File: config.mk
export PLATFORM = sky130hd
export DESIGN_NAME = reset_mode_ctrl
export DESIGN_NICKNAME = d
export VERILOG_FILES = /design/src/rtl/reset_mode_pkg.sv /design/src/rtl/vec_blank_chk.sv /design/src/rtl/entry_decide.sv /design/src/rtl/cfg_latch.sv /design/src/rtl/bus_div.sv /design/src/rtl/reset_mode_ctrl.sv
export SDC_FILE = /design/constraint.sdc
export NUM_CORES = 1
export LEC_CHECK = 0
export BUFFER_PORTS_ARGS = -buffer_cell sky130_fd_sc_hd__buf_2
export CAP_MARGIN = 20
export CORE_AREA = 8 8 45 47
export DETAILED_ROUTE_END_ITERATION = 12
export DIE_AREA = 0 0 53 55
export GPL_TIMING_DRIVEN = 1
export PLACE_DENSITY = 0.74
export SYNTH_ARGS = -nofsm -noshare
export SYNTH_HDL_FRONTEND = slang
export SYNTH_SLANG_ARGS = --single-unit
File: constraint.sdc
create_clock -name clk -period 4.5 [get_ports clk]
set_clock_uncertainty 0.15 [all_clocks]
set_input_delay 0.675 -clock clk [delete_from_list [all_inputs] [get_ports clk]]
set_output_delay 0.675 -clock clk [all_outputs]
set_load 0.1 [all_outputs]
File: src/rtl/reset_mode_pkg.sv
// Shared types for the reset-time debug entry controller.
package reset_mode_pkg;

    // Encoded interrupt-pin level from the analog detector.
    typedef enum logic [1:0] {
        LVL_GND  = 2'b00,
        LVL_VDD  = 2'b01,
        LVL_TEST = 2'b10,
        LVL_BAD  = 2'b11
    } irq_lvl_e;

    // Bus clock source select.
    typedef enum logic [1:0] {
        SRC_HALF    = 2'b00,
        SRC_QUARTER = 2'b01,
        SRC_PLL     = 2'b10
    } clk_src_e;

    // Full entry decision.
    typedef struct packed {
        logic     mon;
        logic     pll;
        clk_src_e src;
    } entry_cfg_t;

    localparam entry_cfg_t CFG_NORMAL = '{mon: 1'b0, pll: 1'b0, src: SRC_HALF};

endpackage

File: src/rtl/vec_blank_chk.sv
// vec_blank_chk: flags an erased reset vector.
// Assumes an erased byte reads as all ones; every byte must be erased.
module vec_blank_chk #(
    parameter int VEC_BYTES = 2,
    localparam int VW = VEC_BYTES * 8
) (
    input  logic [VW-1:0] vec,
    output logic          blank
);
    logic [VEC_BYTES-1:0] byte_erased;

    // One compare per byte.
    for (genvar g = 0; g < VEC_BYTES; g++) begin : g_byte
        assign byte_erased[g] = (vec[g*8 +: 8] == 8'hFF);
    end

    // Erased only if all bytes are erased.
    assign blank = &byte_erased;
endmodule

File: src/rtl/entry_decide.sv
// entry_decide: combinational decision table for mode, PLL and clock source.
// Assumes the level code is already resolved from the analog detector.
module entry_decide
    import reset_mode_pkg::*;
(
    input  logic       blank,
    input  irq_lvl_e   lvl,
    input  logic       strap,
    output entry_cfg_t cfg
);
    // Map (blank, level, strap) to a configuration.
    always_comb begin
        cfg = CFG_NORMAL;
        unique case (lvl)
            LVL_TEST: begin
                cfg.mon = 1'b1;
                cfg.src = strap ? SRC_QUARTER : SRC_HALF;
            end
            LVL_VDD: begin
                if (blank) cfg.mon = 1'b1;
            end
            LVL_GND: begin
                if (blank) begin
                    cfg.mon = 1'b1;
                    cfg.pll = 1'b1;
                    cfg.src = SRC_PLL;
                end
            end
            default: cfg = CFG_NORMAL;
        endcase
    end

    // the PLL is never chosen for a programmed vector.
    always_comb begin
        pll_needs_blank_chk: assert (!(cfg.pll && !blank));
    end
endmodule

File: src/rtl/cfg_latch.sv
// cfg_latch: captures the decision on the first clock with reset released,
// then holds it until the next reset. Assumes synchronous active-low reset.
module cfg_latch
    import reset_mode_pkg::*;
(
    input  logic       clk,
    input  logic       rst_n,
    input  entry_cfg_t cfg_in,
    output entry_cfg_t cfg_q,
    output logic       cap_q
);
    // Capture once per reset, then freeze.
    always_ff @(posedge clk) begin
        if (!rst_n) begin
            cfg_q <= CFG_NORMAL;
            cap_q <= 1'b0;
        end else if (!cap_q) begin
            cfg_q <= cfg_in;
            cap_q <= 1'b1;
        end
    end


    cfg_frozen_chk: assert property (@(posedge clk) disable iff (!rst_n)
        cap_q |=> $stable(cfg_q));
endmodule

File: src/rtl/bus_div.sv
// bus_div: makes a one-cycle bus-clock enable at 1/N of the input clock.
// Counting starts from zero on the capture edge; idle while run is low.
module bus_div
    import reset_mode_pkg::*;
#(
    parameter int DIV_LO = 2,
    parameter int DIV_HI = 4,
    localparam int CW = (DIV_HI > 1) ? $clog2(DIV_HI) : 1
) (
    input  logic     clk,
    input  logic     rst_n,
    input  logic     run,
    input  clk_src_e src,
    output logic     bus_en
);
    localparam logic [CW-1:0] TERM_LO = CW'(DIV_LO - 1);
    localparam logic [CW-1:0] TERM_HI = CW'(DIV_HI - 1);

    logic [CW-1:0] cnt;
    logic [CW-1:0] term;

    // Terminal count for the selected source.
    always_comb begin
        unique case (src)
            SRC_HALF:    term = TERM_LO;
            SRC_QUARTER: term = TERM_HI;
            default:     term = '0;
        endcase
    end

    // Free-running modulo counter, cleared until capture.
    always_ff @(posedge clk) begin
        if (!rst_n || !run) cnt <= '0;
        else if (cnt >= term) cnt <= '0;
        else cnt <= cnt + 1'b1;
    end

    assign bus_en = run && (cnt == term);


    cnt_range_chk: assert property (@(posedge clk) disable iff (!rst_n)
        run |-> (cnt <= term));

    single_pulse_chk: assert property (@(posedge clk) disable iff (!rst_n)
        (bus_en && src != SRC_PLL) |=> !bus_en);
endmodule

File: src/rtl/reset_mode_ctrl.sv
// reset_mode_ctrl: top of the reset-time debug entry controller.
// Assumes inputs are stable around reset release; holds the decision until the next reset.
module reset_mode_ctrl
    import reset_mode_pkg::*;
#(
    parameter int DIV_LO   = 2,
    parameter int DIV_HI   = 4,
    parameter int MULT_W   = 7,
    parameter int PLL_MULT = 75
) (
    input  logic              clk,
    input  logic              rst_n,
    input  logic [7:0]        vec_hi,
    input  logic [7:0]        vec_lo,
    input  logic [1:0]        irq_lvl,
    input  logic              strap,
    output logic              mon_mode,
    output logic              pll_en,
    output logic [MULT_W-1:0] pll_mult,
    output logic [1:0]        div_sel,
    output logic              bus_en
);
    logic       blank;
    entry_cfg_t cfg_d;
    entry_cfg_t cfg_q;
    logic       cap_q;

    vec_blank_chk #(.VEC_BYTES(2)) u_blank (
        .vec   ({vec_hi, vec_lo}),
        .blank (blank)
    );

    entry_decide u_decide (
        .blank (blank),
        .lvl   (irq_lvl_e'(irq_lvl)),
        .strap (strap),
        .cfg   (cfg_d)
    );

    cfg_latch u_latch (
        .clk    (clk),
        .rst_n  (rst_n),
        .cfg_in (cfg_d),
        .cfg_q  (cfg_q),
        .cap_q  (cap_q)
    );

    bus_div #(.DIV_LO(DIV_LO), .DIV_HI(DIV_HI)) u_div (
        .clk    (clk),
        .rst_n  (rst_n),
        .run    (cap_q),
        .src    (cfg_q.src),
        .bus_en (bus_en)
    );

    // Drive the held decision onto the ports.
    assign mon_mode = cfg_q.mon;
    assign pll_en   = cfg_q.pll;
    assign div_sel  = cfg_q.src;
    assign pll_mult = cfg_q.pll ? MULT_W'(PLL_MULT) : '0;


    pll_implies_mon_chk: assert property (@(posedge clk) disable iff (!rst_n)
        pll_en |-> mon_mode);

    idle_no_enable_chk: assert property (@(posedge clk) disable iff (!rst_n)
        !cap_q |-> !bus_en);
endmodule

* Word level (Yosys, flattened, before mapping)
Cells that the tools add are included.
** Word-level totals
- Bits in registers :: 7
- Input port bits :: 21
- Output and inout bits :: 12
- Word-level logic and storage cells :: 30
** Operators by class
- $add $sub $neg :: 1
- Order comparisons :: 1
- Equality and inequality tests :: 6
- Muxes and demuxes :: 9
- Reductions and logical operators :: 8
** Operator list (count)
- $eq 8x8->1 const B :: 2
- $pmux 2 s2 :: 2
- $mux 7 :: 1
- $eq 2x1->1 const B :: 2
- $logic_not 2->1 :: 2
- $mux 1 :: 4
- $mux 4 :: 1
- $pmux 1 s3 :: 1
- $add 2x1->2 const B :: 1
- $eq 2x2->1 :: 1
- $eq 2x2->1 const B :: 1
- $ge 2x2->1 :: 1
- $logic_not 1->1 :: 2
- $reduce_and 2->1 :: 1
- $reduce_or 2->1 :: 1
- $logic_and 1x1->1 :: 1
- $logic_or 1x1->1 :: 1

* Longest topological paths before layout
Gate-level depths: netlist of the first run.
- Depth after elaboration :: 4
- Gate-level depth with buffers :: 5
- Gate-level depth less buffers :: 5

* Modules after synthesis
A second synthesis of the first run with hierarchy kept.
** Second synthesis, totals
- Cells, all modules :: 45
- Area total of the unflattened synthesis :: 436.7 um^2
** By module, submodules not included
- cfg_latch :: times used 1, cells each 14, area each 176.4 um^2, seq. area each 100.1 um^2
- bus_div :: times used 1, cells each 13, area each 133.9 um^2, seq. area each 40.0 um^2
- reset_mode_ctrl :: times used 1, cells each 8, area each 56.3 um^2, seq. area each 0.0 um^2
- vec_blank_chk :: times used 1, cells each 5, area each 37.5 um^2, seq. area each 0.0 um^2
- entry_decide :: times used 1, cells each 5, area each 32.5 um^2, seq. area each 0.0 um^2

* Worst setup path after synthesis of the first run
No wires, ideal clock.
- Path type :: reg2out
- Start point :: reg, netlist name u_latch.cfg_q[1]
- End point :: out bus_en
- Arrival :: 2.267 ns
- Data required time :: 3.675 ns
- Slack :: 1.408 ns
- Stages on the path, launching flop included :: 4
- Buffers on the path :: 0
- Cell sequence :: dfxtp_1 inv_1 ha_1 and3_1
** Between the ends
- Word-level cells in the longest chain between the ends :: 4
- Elaborated cells on any way between the ends :: 5
- Classes of those cells :: eq/ne: 2; mux: 1; reduce/logical: 2
** Ends and longest elaborated chain
- $eq 2x1->1 or $logic_not 2->1 (tied branches) :: line bus_div.sv:24 : unique case (src)
- $pmux 2 s2 (*) :: line bus_div.sv:24
- $eq 2x2->1 (*) :: line bus_div.sv:38 : assign bus_en = run && (cnt == term);
- $logic_and 1x1->1 (*) :: line bus_div.sv:38
- end: declaration :: line reset_mode_ctrl.sv:21 : output logic bus_en
Every way passes the cells marked *; elsewhere a longest branch is shown, timed or not.

* Worst setup path after layout of the first run
- Start point :: reg, netlist name u_latch.cfg_q[1]
- End point :: out bus_en
** Between the ends
- Word-level cells in the longest chain between the ends :: 4
- Elaborated cells on any way between the ends :: 5
- Classes of those cells :: eq/ne: 2; mux: 1; reduce/logical: 2
** Ends and longest elaborated chain (line)
- $eq 2x1->1 or $logic_not 2->1 (tied branches) :: bus_div.sv:24
- $pmux 2 s2 (*) :: bus_div.sv:24
- $eq 2x2->1 (*) :: bus_div.sv:38
- $logic_and 1x1->1 (*) :: bus_div.sv:38
Marks and branches as above.

==> flow_summary.yaml, run 1 <==
finish:
  diodes: 0
  fin_nets: 97
  fill_cells: 147
  stdcell_count: 88
  multi_input_area_um2: 187.7
  seqCellArea_um2: 120.1
  final_core_util_pct: 36.62
  syn_to_final_growth_pct: 34.55
  drive_gt1_share_pct: 44.44
die:
  die_w_um: 53
  pin_count: 33
  core_area_um2: 1384
  dieArea_um2: 2915
  die_h_um: 55
  start_util_pct: 27.22
  fp-row-count: 14
power:
  p_per_area_nw_per_um2: 281.5
  cellLeakagePower_nw: 0.2704
  power_uw: 142.6
  ir_worst_vdd_mv: 0.08863
sta:
  finalHoldViolations: 0
  drv_slew: 0
  fmax_ghz: 0.4130
  fin_crit_sh_pct: 53.81
  fin_tns_setup_ns: 0
  rsz0062_at_grt: "false"
  setup_viol: 0
  period_needed_ns: 2.422
grt:
  grtUsageTotal_pct: 7.814
  antenna_found_initial: 0
  grt_max_degree: 9
  grt_pass1_vias: 414
  globalRouteOverflowTotal: 0
  grt_pass1_wl_mm: 1.607
worst_setup_path:
  path_class: "reg2out"
  worst_r2r_path_depth: 5
  crit_chain: "inv_1 > nand2_1 > ha_1 > and3_1 > buf_2"
  reg2reg_from: "u_latch.cfg_q[1]"
  endpoint: "bus_en"
  cp.arrival_ns: 1.60
  path_buf_inv: 2
  critPathLaunchType: "flip-flop"
  r2r-end: "u_div.cnt[1]"
  slowest_stage: "buf_2"
  worst-path-stages: 5
  crit_path_start: "u_latch.cfg_q[1]"
  cp_top_family: "buffers and inverters"
  worstSetupEndpointType: "primary output"
  crit_fanout: 8
  r2r_setup_slack_ns: 2.95
  cpPeakStageDelay_ns: 0.42
  crit_required_ns: 3.67
routing:
  drtIter0Drc: 0
  firstDrtPassIters: 1
  vias: 396
  drc: 0
  vias_per_cell: 4.500
  drt-wirelength-per-cell_um: 11.26
  wl_um: 991
  ant_nets: 0
clocking:
  insertion_delay_ns: 0.24
  cts_buffers: 3
  clkTransAtPathRegs_ns: 0.04
  cts_setup_buffers: 0
  cts_tree: "done"
  clock_tree.buffer_depth: 2
  htree_levels: 1
  root_buffer: "clkbuf_4"
  clock_sinks: 6
  postCtsHoldBufs: 0
  cts_resized: 0
yosys:
  netlist-cell-type-count: 21
  syn_avg_cell_area_um2: 8.013
  synthCells: 47
  syn-cell-area_um2: 376.6
  yosysWarningCount: 0
  synth_seq_cells: 6
  ys_seq_area_share_pct: 31.89
placed_design:
  globalplace.congestion: 0.6177
  post-place-cells: 85
  numPortBuffers: 29
run:
  max_cap_viol_count: 0
status:
  status: "complete, no violations"
min_path:
  hp-class: "reg2reg"
[cells in the final DEF (no fill, tap or decap), drive strengths merged]
cell    instances
nand2           4
dfxtp           6
xnor2           1
inv             3
nand2b          1
or3             1
ha              2
and4            1
buf            29
nor2            4
a211o           1
nand4b          1
nand3           2
conb            3
clkbuf          3
nand4           2
and3            2
a211oi          2
o21ai           2
a21boi          1
nor2b           1
[cell families (layout without fill, tap and decap cells)]
logic type               count (synthesis)  in the layout  synth area share (%)
adder cells (fa/ha/maj)                  2              2                 6.643
buffers and inverters                   12             35                 20.26
other                                    1              3                0.9957
XOR/XNOR                                 1              1                 2.326
AND/OR/NAND/NOR                         19             19                 26.91
AO/OA/AOI/OAI                            6              6                 10.96
flip-flops                               6              6                 31.89
[state kept, by name, indices dropped and copies added (netlist names)]
register and flops:
u_div.cnt 2, u_latch.cap_q 1, u_latch.cfg_q 3
[metrics by stage]
| stage | worst slack (ns) | hold WS (ns) | area [um^2] |
|---|---|---|---|
| CTS | 2.047 | 0.3122 | 506.7 |
| floorplan | 1.408 | 0.2752 | 384.1 |
| detailed placement | 2.309 | 0.3026 | 484.2 |
| finish | 2.078 | 0.3094 | 506.7 |
| global placement | 2.374 | 0.2891 | 484.2 |
| global route | 1.936 | 0.3336 | 506.7 |
[cell type report]
| cell class | count | area share [%] |
|---|---|---|
| multi-input combinational | 31 | 37.04 |
| tap | 16 | 3.951 |
| inverter | 3 | 2.222 |
| clock buffer | 3 | 4.444 |
| sequential | 6 | 23.70 |
| timing repair buffer | 29 | 28.64 |
[cells in the mapped netlist]
| library cell | instances | area, um^2 |
|---|---|---|
| a21boi_0 | 1 | 7.510 |
| or3_1 | 1 | 6.260 |
| nand4b_1 | 1 | 8.760 |
| ha_1 | 2 | 25.02 |
| conb_1 | 1 | 3.750 |
| inv_1 | 3 | 11.26 |
| dfxtp_1 | 6 | 120.1 |
| nor2b_1 | 1 | 6.260 |
| nand2_1 | 4 | 15.01 |
| clkbuf_2 | 1 | 5.000 |
| buf_4 | 8 | 60.06 |
| o21ai_0 | 2 | 10.01 |
| nor2_1 | 4 | 15.01 |
| xnor2_1 | 1 | 8.760 |
| a211oi_1 | 2 | 15.01 |
| and3_1 | 2 | 12.51 |
| nand4_1 | 2 | 12.51 |
| nand3_1 | 2 | 10.01 |
| and4_1 | 1 | 8.760 |
| nand2b_1 | 1 | 6.260 |
| a211o_1 | 1 | 8.760 |
[power by group]
| part | switching, mW | internal (mW) | total (mW) | leakage [nW] |
|---|---|---|---|---|
| Sequential | 0.00216 | 0.0556 | 0.0577 | 0.0491 |
| Combinational | 0.0261 | 0.0116 | 0.0377 | 0.207 |
| Clock | 0.0172 | 0.0300 | 0.0472 | 0.0138 |
| Total | 0.0455 | 0.0972 | 0.143 | 0.270 |
[how the worst min path moves through the flow]
| stage | from | end | depth (start not counted) |
|---|---|---|---|
| global route | u_div.cnt[0] | u_div.cnt[0] | 1 |
| floorplan | u_div.cnt[0] | u_div.cnt[0] | 1 |
| finish | u_div.cnt[0] | u_div.cnt[0] | 1 |
| CTS | u_div.cnt[0] | u_div.cnt[0] | 1 |
| global placement | u_div.cnt[0] | u_div.cnt[0] | 1 |
| detailed placement | u_div.cnt[0] | u_div.cnt[0] | 1 |
[worst reg2reg max path: cells and delay by family (launching register included)]
family	cells	cell delay, ns
flip-flops	1	0.41
AO/OA/AOI/OAI	1	0.31
adder cells (fa/ha/maj)	1	0.29
AND/OR/NAND/NOR	2	0.24
buffers and inverters	1	0.09
[layer usage]
layer	global-route usage, %	part of all wire, %
met1	8.055	46
met2	10.16	38
met3	6.150	15
met4	6.466	0.91
met5	0	0
Power figures use the tool's default switching activity.
==> inputs of run 2 (changes only) <==
==> constraint.sdc (replaced) <==
create_clock -name clk -period 2.5 [get_ports clk]
set_clock_uncertainty 0.15 [all_clocks]
set_input_delay 0.375 -clock clk [delete_from_list [all_inputs] [get_ports clk]]
set_output_delay 0.375 -clock clk [all_outputs]
set_load 0.1 [all_outputs]
==> run 2 against run 1 <==
Effect of this change: total power grew 82%; via count shrank 1.8%; sequential cell count is the same; cell area grew 0.49%; sequential share of layout area grew 0.13 points; die area is the same.
==> flow_summary.yaml, run 2 (same netlist as run 1, synthesis figures left out) <==
run:
  max_cap_viol_count: 0
finish:
  diodes: 0
  largest_register_ffs: 3
  drive_gt1_share_pct: 47.22
  reg_top3: "u_latch.cfg_q x3, u_div.cnt x2, u_latch.cap_q x1"
  registers.top_by_ff_count: "u_latch.cfg_q"
  final_cell_mix: "buf_2, dfxtp_1, nand2_1, nor2_1"
  syn_to_final_growth_pct: 35.22
  stdcell_count: 88
  mostFrequentLayoutCell: "buf_2"
  fin_nets: 97
grt:
  grt_max_degree: 9
  globalRouteOverflowTotal: 0
  grt_pass1_vias: 390
  grt_pass1_wl_mm: 1.511
  antenna_found_initial: 0
  grtUsageTotal_pct: 7.217
worst_setup_path:
  worstSetupEndpointType: "primary output"
  critPathLaunchType: "flip-flop"
  crit_fanout: 8
  r2r_setup_slack_ns: 1.02
  path_class: "reg2out"
  cp.arrival_ns: 1.60
  crit_required_ns: 1.98
die:
  die_h_um: 55
  dieArea_um2: 2915
  die_w_um: 53
  pin_count: 33
  core_area_um2: 1384
  start_util_pct: 27.22
  fp-row-count: 14
status:
  status: "complete, no violations"
clocking:
  postCtsHoldBufs: 0
  cts_setup_buffers: 0
  cts_resized: 0
  cts_tree: "done"
  clock_sinks: 6
  cts_buffers: 3
  root_buffer: "clkbuf_4"
  clock_tree.buffer_depth: 2
  clkTransAtPathRegs_ns: 0.05
  insertion_delay_ns: 0.24
  htree_levels: 1
routing:
  drtIter0Drc: 1
  ant_nets: 0
  firstDrtPassIters: 4
  wl_um: 987
  vias: 389
  drt-wirelength-per-cell_um: 11.22
  drc: 0
  vias_per_cell: 4.420
power:
  p_per_area_nw_per_um2: 509.4
  cellLeakagePower_nw: 0.2704
  ir_worst_vdd_mv: 0.1493
placed_design:
  hpwlAfterDp_um: 844.8
  post-place-cells: 85
  numPortBuffers: 29
  globalplace.congestion: 0.7413
sta:
  fmax_ghz: 0.4710
  rsz0062_at_grt: "false"
  drv_slew: 0
  fin_crit_sh_pct: 84.92
  finalHoldViolations: 0
  fin_tns_setup_ns: 0
  setup_viol: 0
  period_needed_ns: 2.123
min_path:
  hp-class: "in2reg"
[run 2: through the flow]
step / total power, mW / utilization, % / instance area [um^2] / hold slack (ns) / worst slack (ns)
after floorplan: 0.1574 / - / 386.6 / 0.2527 / 0.09252
after global placement: 0.1723 / 35.17 / 486.7 / 0.2931 / 0.6748
after detailed placement: 0.1736 / 35.17 / 486.7 / 0.3052 / 0.6283
after CTS: 0.2624 / 36.80 / 509.2 / 0.1512 / 0.3605
after global routing: 0.2814 / 36.80 / 509.2 / 0.1521 / 0.2830
final: 0.2594 / 36.80 / 509.2 / 0.1548 / 0.3769
[run 2: worst max-delay path, cell delays in order, from the launching register on]
cell and delay (ns):
dfxtp_2 0.34, inv_1 0.08, nand2_1 0.06, ha_1 0.29, and3_2 0.17, buf_2 0.42
[run 2: final timing paths]
kind / start / end / cells after the start
min: rst_n / u_latch.cap_q / 1
max reg2reg: u_latch.cfg_q[1] / u_div.cnt[1] / 5
max: u_latch.cfg_q[1] / bus_en / 5
min reg2reg: u_div.cnt[0] / u_div.cnt[0] / 1
[run 2: power by group]
part / leakage [nW] / total (mW) / internal [mW] / switching [mW]
logic: 0.207 / 0.0680 / 0.0209 / 0.0471
registers: 0.0497 / 0.104 / 0.100 / 0.00379
clock network: 0.0138 / 0.0876 / 0.0542 / 0.0334
[run 2: layout make-up]
cell class	instances	area, um^2
fillers	147	874.6
multi-input cells	31	188.9
repair buffers	29	145.1
flip-flops and latches	6	121.4
clock buffers	3	22.52
well taps	16	20.02
inverters	3	11.26
[run 2: per-layer routing]
layer  share of wire, %  wire length [um]  global-route usage [%]  vias up
li1                   -                 -                       -      200
met1                 43               420                   7.610      165
met2                 47               463                   11.52       22
met3                9.2                91                   1.337        2
met4                1.2                12                   7.759        0
met5                  0                 0                       0        -
==> inputs of run 3 (changes only) <==
--- a/config.mk
+++ b/config.mk
@@ -5,13 +5,14 @@
 export SDC_FILE = /design/constraint.sdc
 export NUM_CORES = 1
 export LEC_CHECK = 0
+export ABC_AREA = 1
 export BUFFER_PORTS_ARGS = -buffer_cell sky130_fd_sc_hd__buf_2
 export CAP_MARGIN = 20
 export CORE_AREA = 8 8 45 47
 export DETAILED_ROUTE_END_ITERATION = 12
 export DIE_AREA = 0 0 53 55
 export GPL_TIMING_DRIVEN = 1
-export PLACE_DENSITY = 0.74
+export PLACE_DENSITY = 0.78
 export SYNTH_ARGS = -nofsm -noshare
 export SYNTH_HDL_FRONTEND = slang
 export SYNTH_SLANG_ARGS = --single-unit
==> constraint.sdc (replaced) <==
create_clock -name clk -period 1.85 [get_ports clk]
set_clock_uncertainty 0.15 [all_clocks]
set_input_delay 0.2775 -clock clk [delete_from_list [all_inputs] [get_ports clk]]
set_output_delay 0.2775 -clock clk [all_outputs]
set_load 0.1 [all_outputs]
==> run 3 against run 2 <==
Effect of this change: synthesized area is 5.6% higher; sequential share of layout area is 2.9 points lower; cell count is 15% higher; sequential power is 32% higher; die area stayed put; cell area is 20% higher; worst hold slack worse by 0.14 ns; setup slack worse by 0.31 ns; synthesized cell count is 23% higher; utilization is 7.2 points higher; clock power is 48% higher; largest power group unchanged.
==> flow_summary.yaml, run 3 <==
clocking:
  clock_sinks: 6
  root_buffer: "clkbuf_4"
  cts_tree: "done"
  cts_buffers: 3
  cts_setup_buffers: 0
  postCtsHoldBufs: 0
  htree_levels: 1
  clkTransAtPathRegs_ns: 0.05
  cts_resized: 0
  insertion_delay_ns: 0.25
  clock_tree.buffer_depth: 2
power:
  power_uw: 382.1
  p_per_area_nw_per_um2: 627.1
  p_switching_uw: 129.7
  ir_worst_vdd_mv: 0.2204
  p_int_uw: 252.4
  p_comb_share_pct: 30.0
  p_sw_share_pct: 33.94
  cellLeakagePower_nw: 0.3214
  clockPowerShare_pct: 34.1
  seqPwrFrac_pct: 35.9
worst_setup_path:
  crit_chain: "inv_4 > nand2_4 > ha_4 > nand2_4 > nor2_4 > buf_12"
  cp_top_family: "flip-flops"
  worstSetupEndpointType: "primary output"
  cp.arrival_ns: 1.35
  r2r_setup_slack_ns: 0.55
  cpPeakStageDelay_ns: 0.36
  slowest_stage: "dfxtp_4"
  worst_r2r_path_depth: 6
  path_buf_inv: 2
  r2r-end: "u_div.cnt[0]"
  crit_required_ns: 1.42
  path_common_cell: "nand2_4"
  reg2reg_from: "u_latch.cfg_q[1]"
  path_class: "reg2out"
  critPathLaunchType: "flip-flop"
  crit_fanout: 8
finish:
  diodes: 0
  registers.top_by_ff_count: "u_latch.cfg_q"
  drive_gt1_share_pct: 55.29
  design_area_um2: 609.3
  fin_nets: 109
  reg_top3: "u_latch.cfg_q x3, u_div.cnt x2, u_latch.cap_q x1"
  largest_register_ffs: 3
  mostFrequentLayoutCell: "buf_2"
  final_cell_mix: "buf_2, nand2_1, inv_1, nor2_1"
  syn_to_final_growth_pct: 53.14
die:
  die_h_um: 55
  core_area_um2: 1384
  pin_count: 33
  fp-row-count: 14
  start_util_pct: 28.75
  dieArea_um2: 2915
  die_w_um: 53
routing:
  vias_per_cell: 4.040
  ant_nets: 0
  drt-wirelength-per-cell_um: 9.832
  firstDrtPassIters: 2
  drc: 0
  wl_um: 993
  drtIter0Drc: 1
  vias: 408
yosys:
  synth_edf_count: 0
  yosysWarningCount: 0
  syn_avg_cell_area_um2: 6.860
  synth_seq_cells: 6
  netlist-cell-type-count: 15
  synthArstFlopShare_pct: 0
  synth_top_cell_area_share_pct: 30.19
  synth_most_common_cell: "nand2_1"
  synth-main-ff-cell: "dfxtp_1"
  yosys-top-cells-area: "dfxtp_1, buf_4, nand2_1, ha_1, nor2_2"
  syn-cell-area_um2: 397.9
  yosysTopAreaCell: "dfxtp_1"
  synth_common_cells: "nand2_1, buf_4, dfxtp_1, inv_1, nor2_1"
  ys_seq_area_share_pct: 30.19
  synthCells: 58
sta:
  finalHoldViolations: 0
  rsz0062_at_grt: "false"
  drv_slew: 0
  period_needed_ns: 1.782
  fmax_ghz: 0.5612
  fin_crit_sh_pct: 96.31
  setup_viol: 0
min_path:
  hp-class: "in2reg"
  hp-start: "rst_n"
  worstHoldEndpoint: "u_latch.cap_q"
  hold_depth: 1
placed_design:
  globalplace.congestion: 0.8094
  placed_cell_area_um2: 583.1
  hpwlAfterDp_um: 939.3
  numPortBuffers: 29
status:
  status: "complete, no violations"
grt:
  antenna_found_initial: 0
  globalRouteOverflowTotal: 0
  grt_pass1_vias: 443
  grt_pass1_wl_mm: 1.690
  grtUsageTotal_pct: 7.814
  grt_max_degree: 9
run:
  max_cap_viol_count: 0
## run 3: logic make-up after synthesis
logic type | after synthesis | share of synthesized area, %
AND/OR/NAND/NOR | 30 | 34.90
other | 1 | 0.9425
flip-flops | 6 | 30.19
AO/OA/AOI/OAI | 3 | 3.772
buffers and inverters | 15 | 21.70
XOR/XNOR | 1 | 2.202
adder cells (fa/ha/maj) | 2 | 6.288
## run 3: worst max path at each step
| stage | slack, ns | cells after the start | from | endpoint |
|---|---|---|---|---|
| detailed placement | 0.33 | 6 | u_latch.cfg_q[1] | bus_en |
| CTS | 0.05 | 6 | u_latch.cfg_q[1] | bus_en |
| finish | 0.07 | 6 | u_latch.cfg_q[1] | bus_en |
| floorplan | -0.02 | 4 | u_latch.cfg_q[1] | bus_en |
| global placement | 0.34 | 6 | u_latch.cfg_q[1] | bus_en |
| global route | 0.001 | 6 | u_latch.cfg_q[1] | bus_en |
## run 3: layout make-up
| type | instances | area (um^2) |
|---|---|---|
| Timing Repair Buffer | 29 | 160.2 |
| Tap cell | 16 | 20.02 |
| Clock buffer | 4 | 26.28 |
| Inverter | 7 | 28.78 |
| Sequential cell | 6 | 127.6 |
| Fill cell | 140 | 774.5 |
| Multi-Input combinational cell | 39 | 246.5 |
## run 3: per-layer routing
metal / vias to the layer above / track usage (%) / part of all wire, %
li1: 219 / - / -
met3: 0 / 2.941 / 11
met1: 168 / 7.447 / 35
met4: 0 / 5.172 / 0
met5: - / 0 / 0
met2: 21 / 13.87 / 54
## run 3: stage by stage
stage / setup WS, ns / hold WS [ns] / TNS, ns / cells / util (%)
6_report: 0.06825 / 0.01560 / 0 / 101 / 44.03
4_1_cts: 0.04977 / 0.01108 / 0 / 101 / 44.03
3_3_place_gp: 0.3418 / 0.2671 / 0 / 97 / 42.13
2_1_floorplan: -0.02340 / 0.1552 / -0.02340 / 60 / -
3_5_place_dp: 0.3267 / 0.2749 / 0 / 97 / 42.13
5_1_grt: 0.001311 / 0.02195 / 0 / 101 / 44.03
## run 3: power groups by stage
stage               logic [mW]  registers [mW]  clock network [mW]
finish                   0.114           0.137               0.130
global route             0.124           0.138               0.143
CTS                      0.116           0.137               0.138
detailed placement       0.115           0.140                   0
global placement         0.112           0.140                   0
floorplan               0.0720           0.153                   0
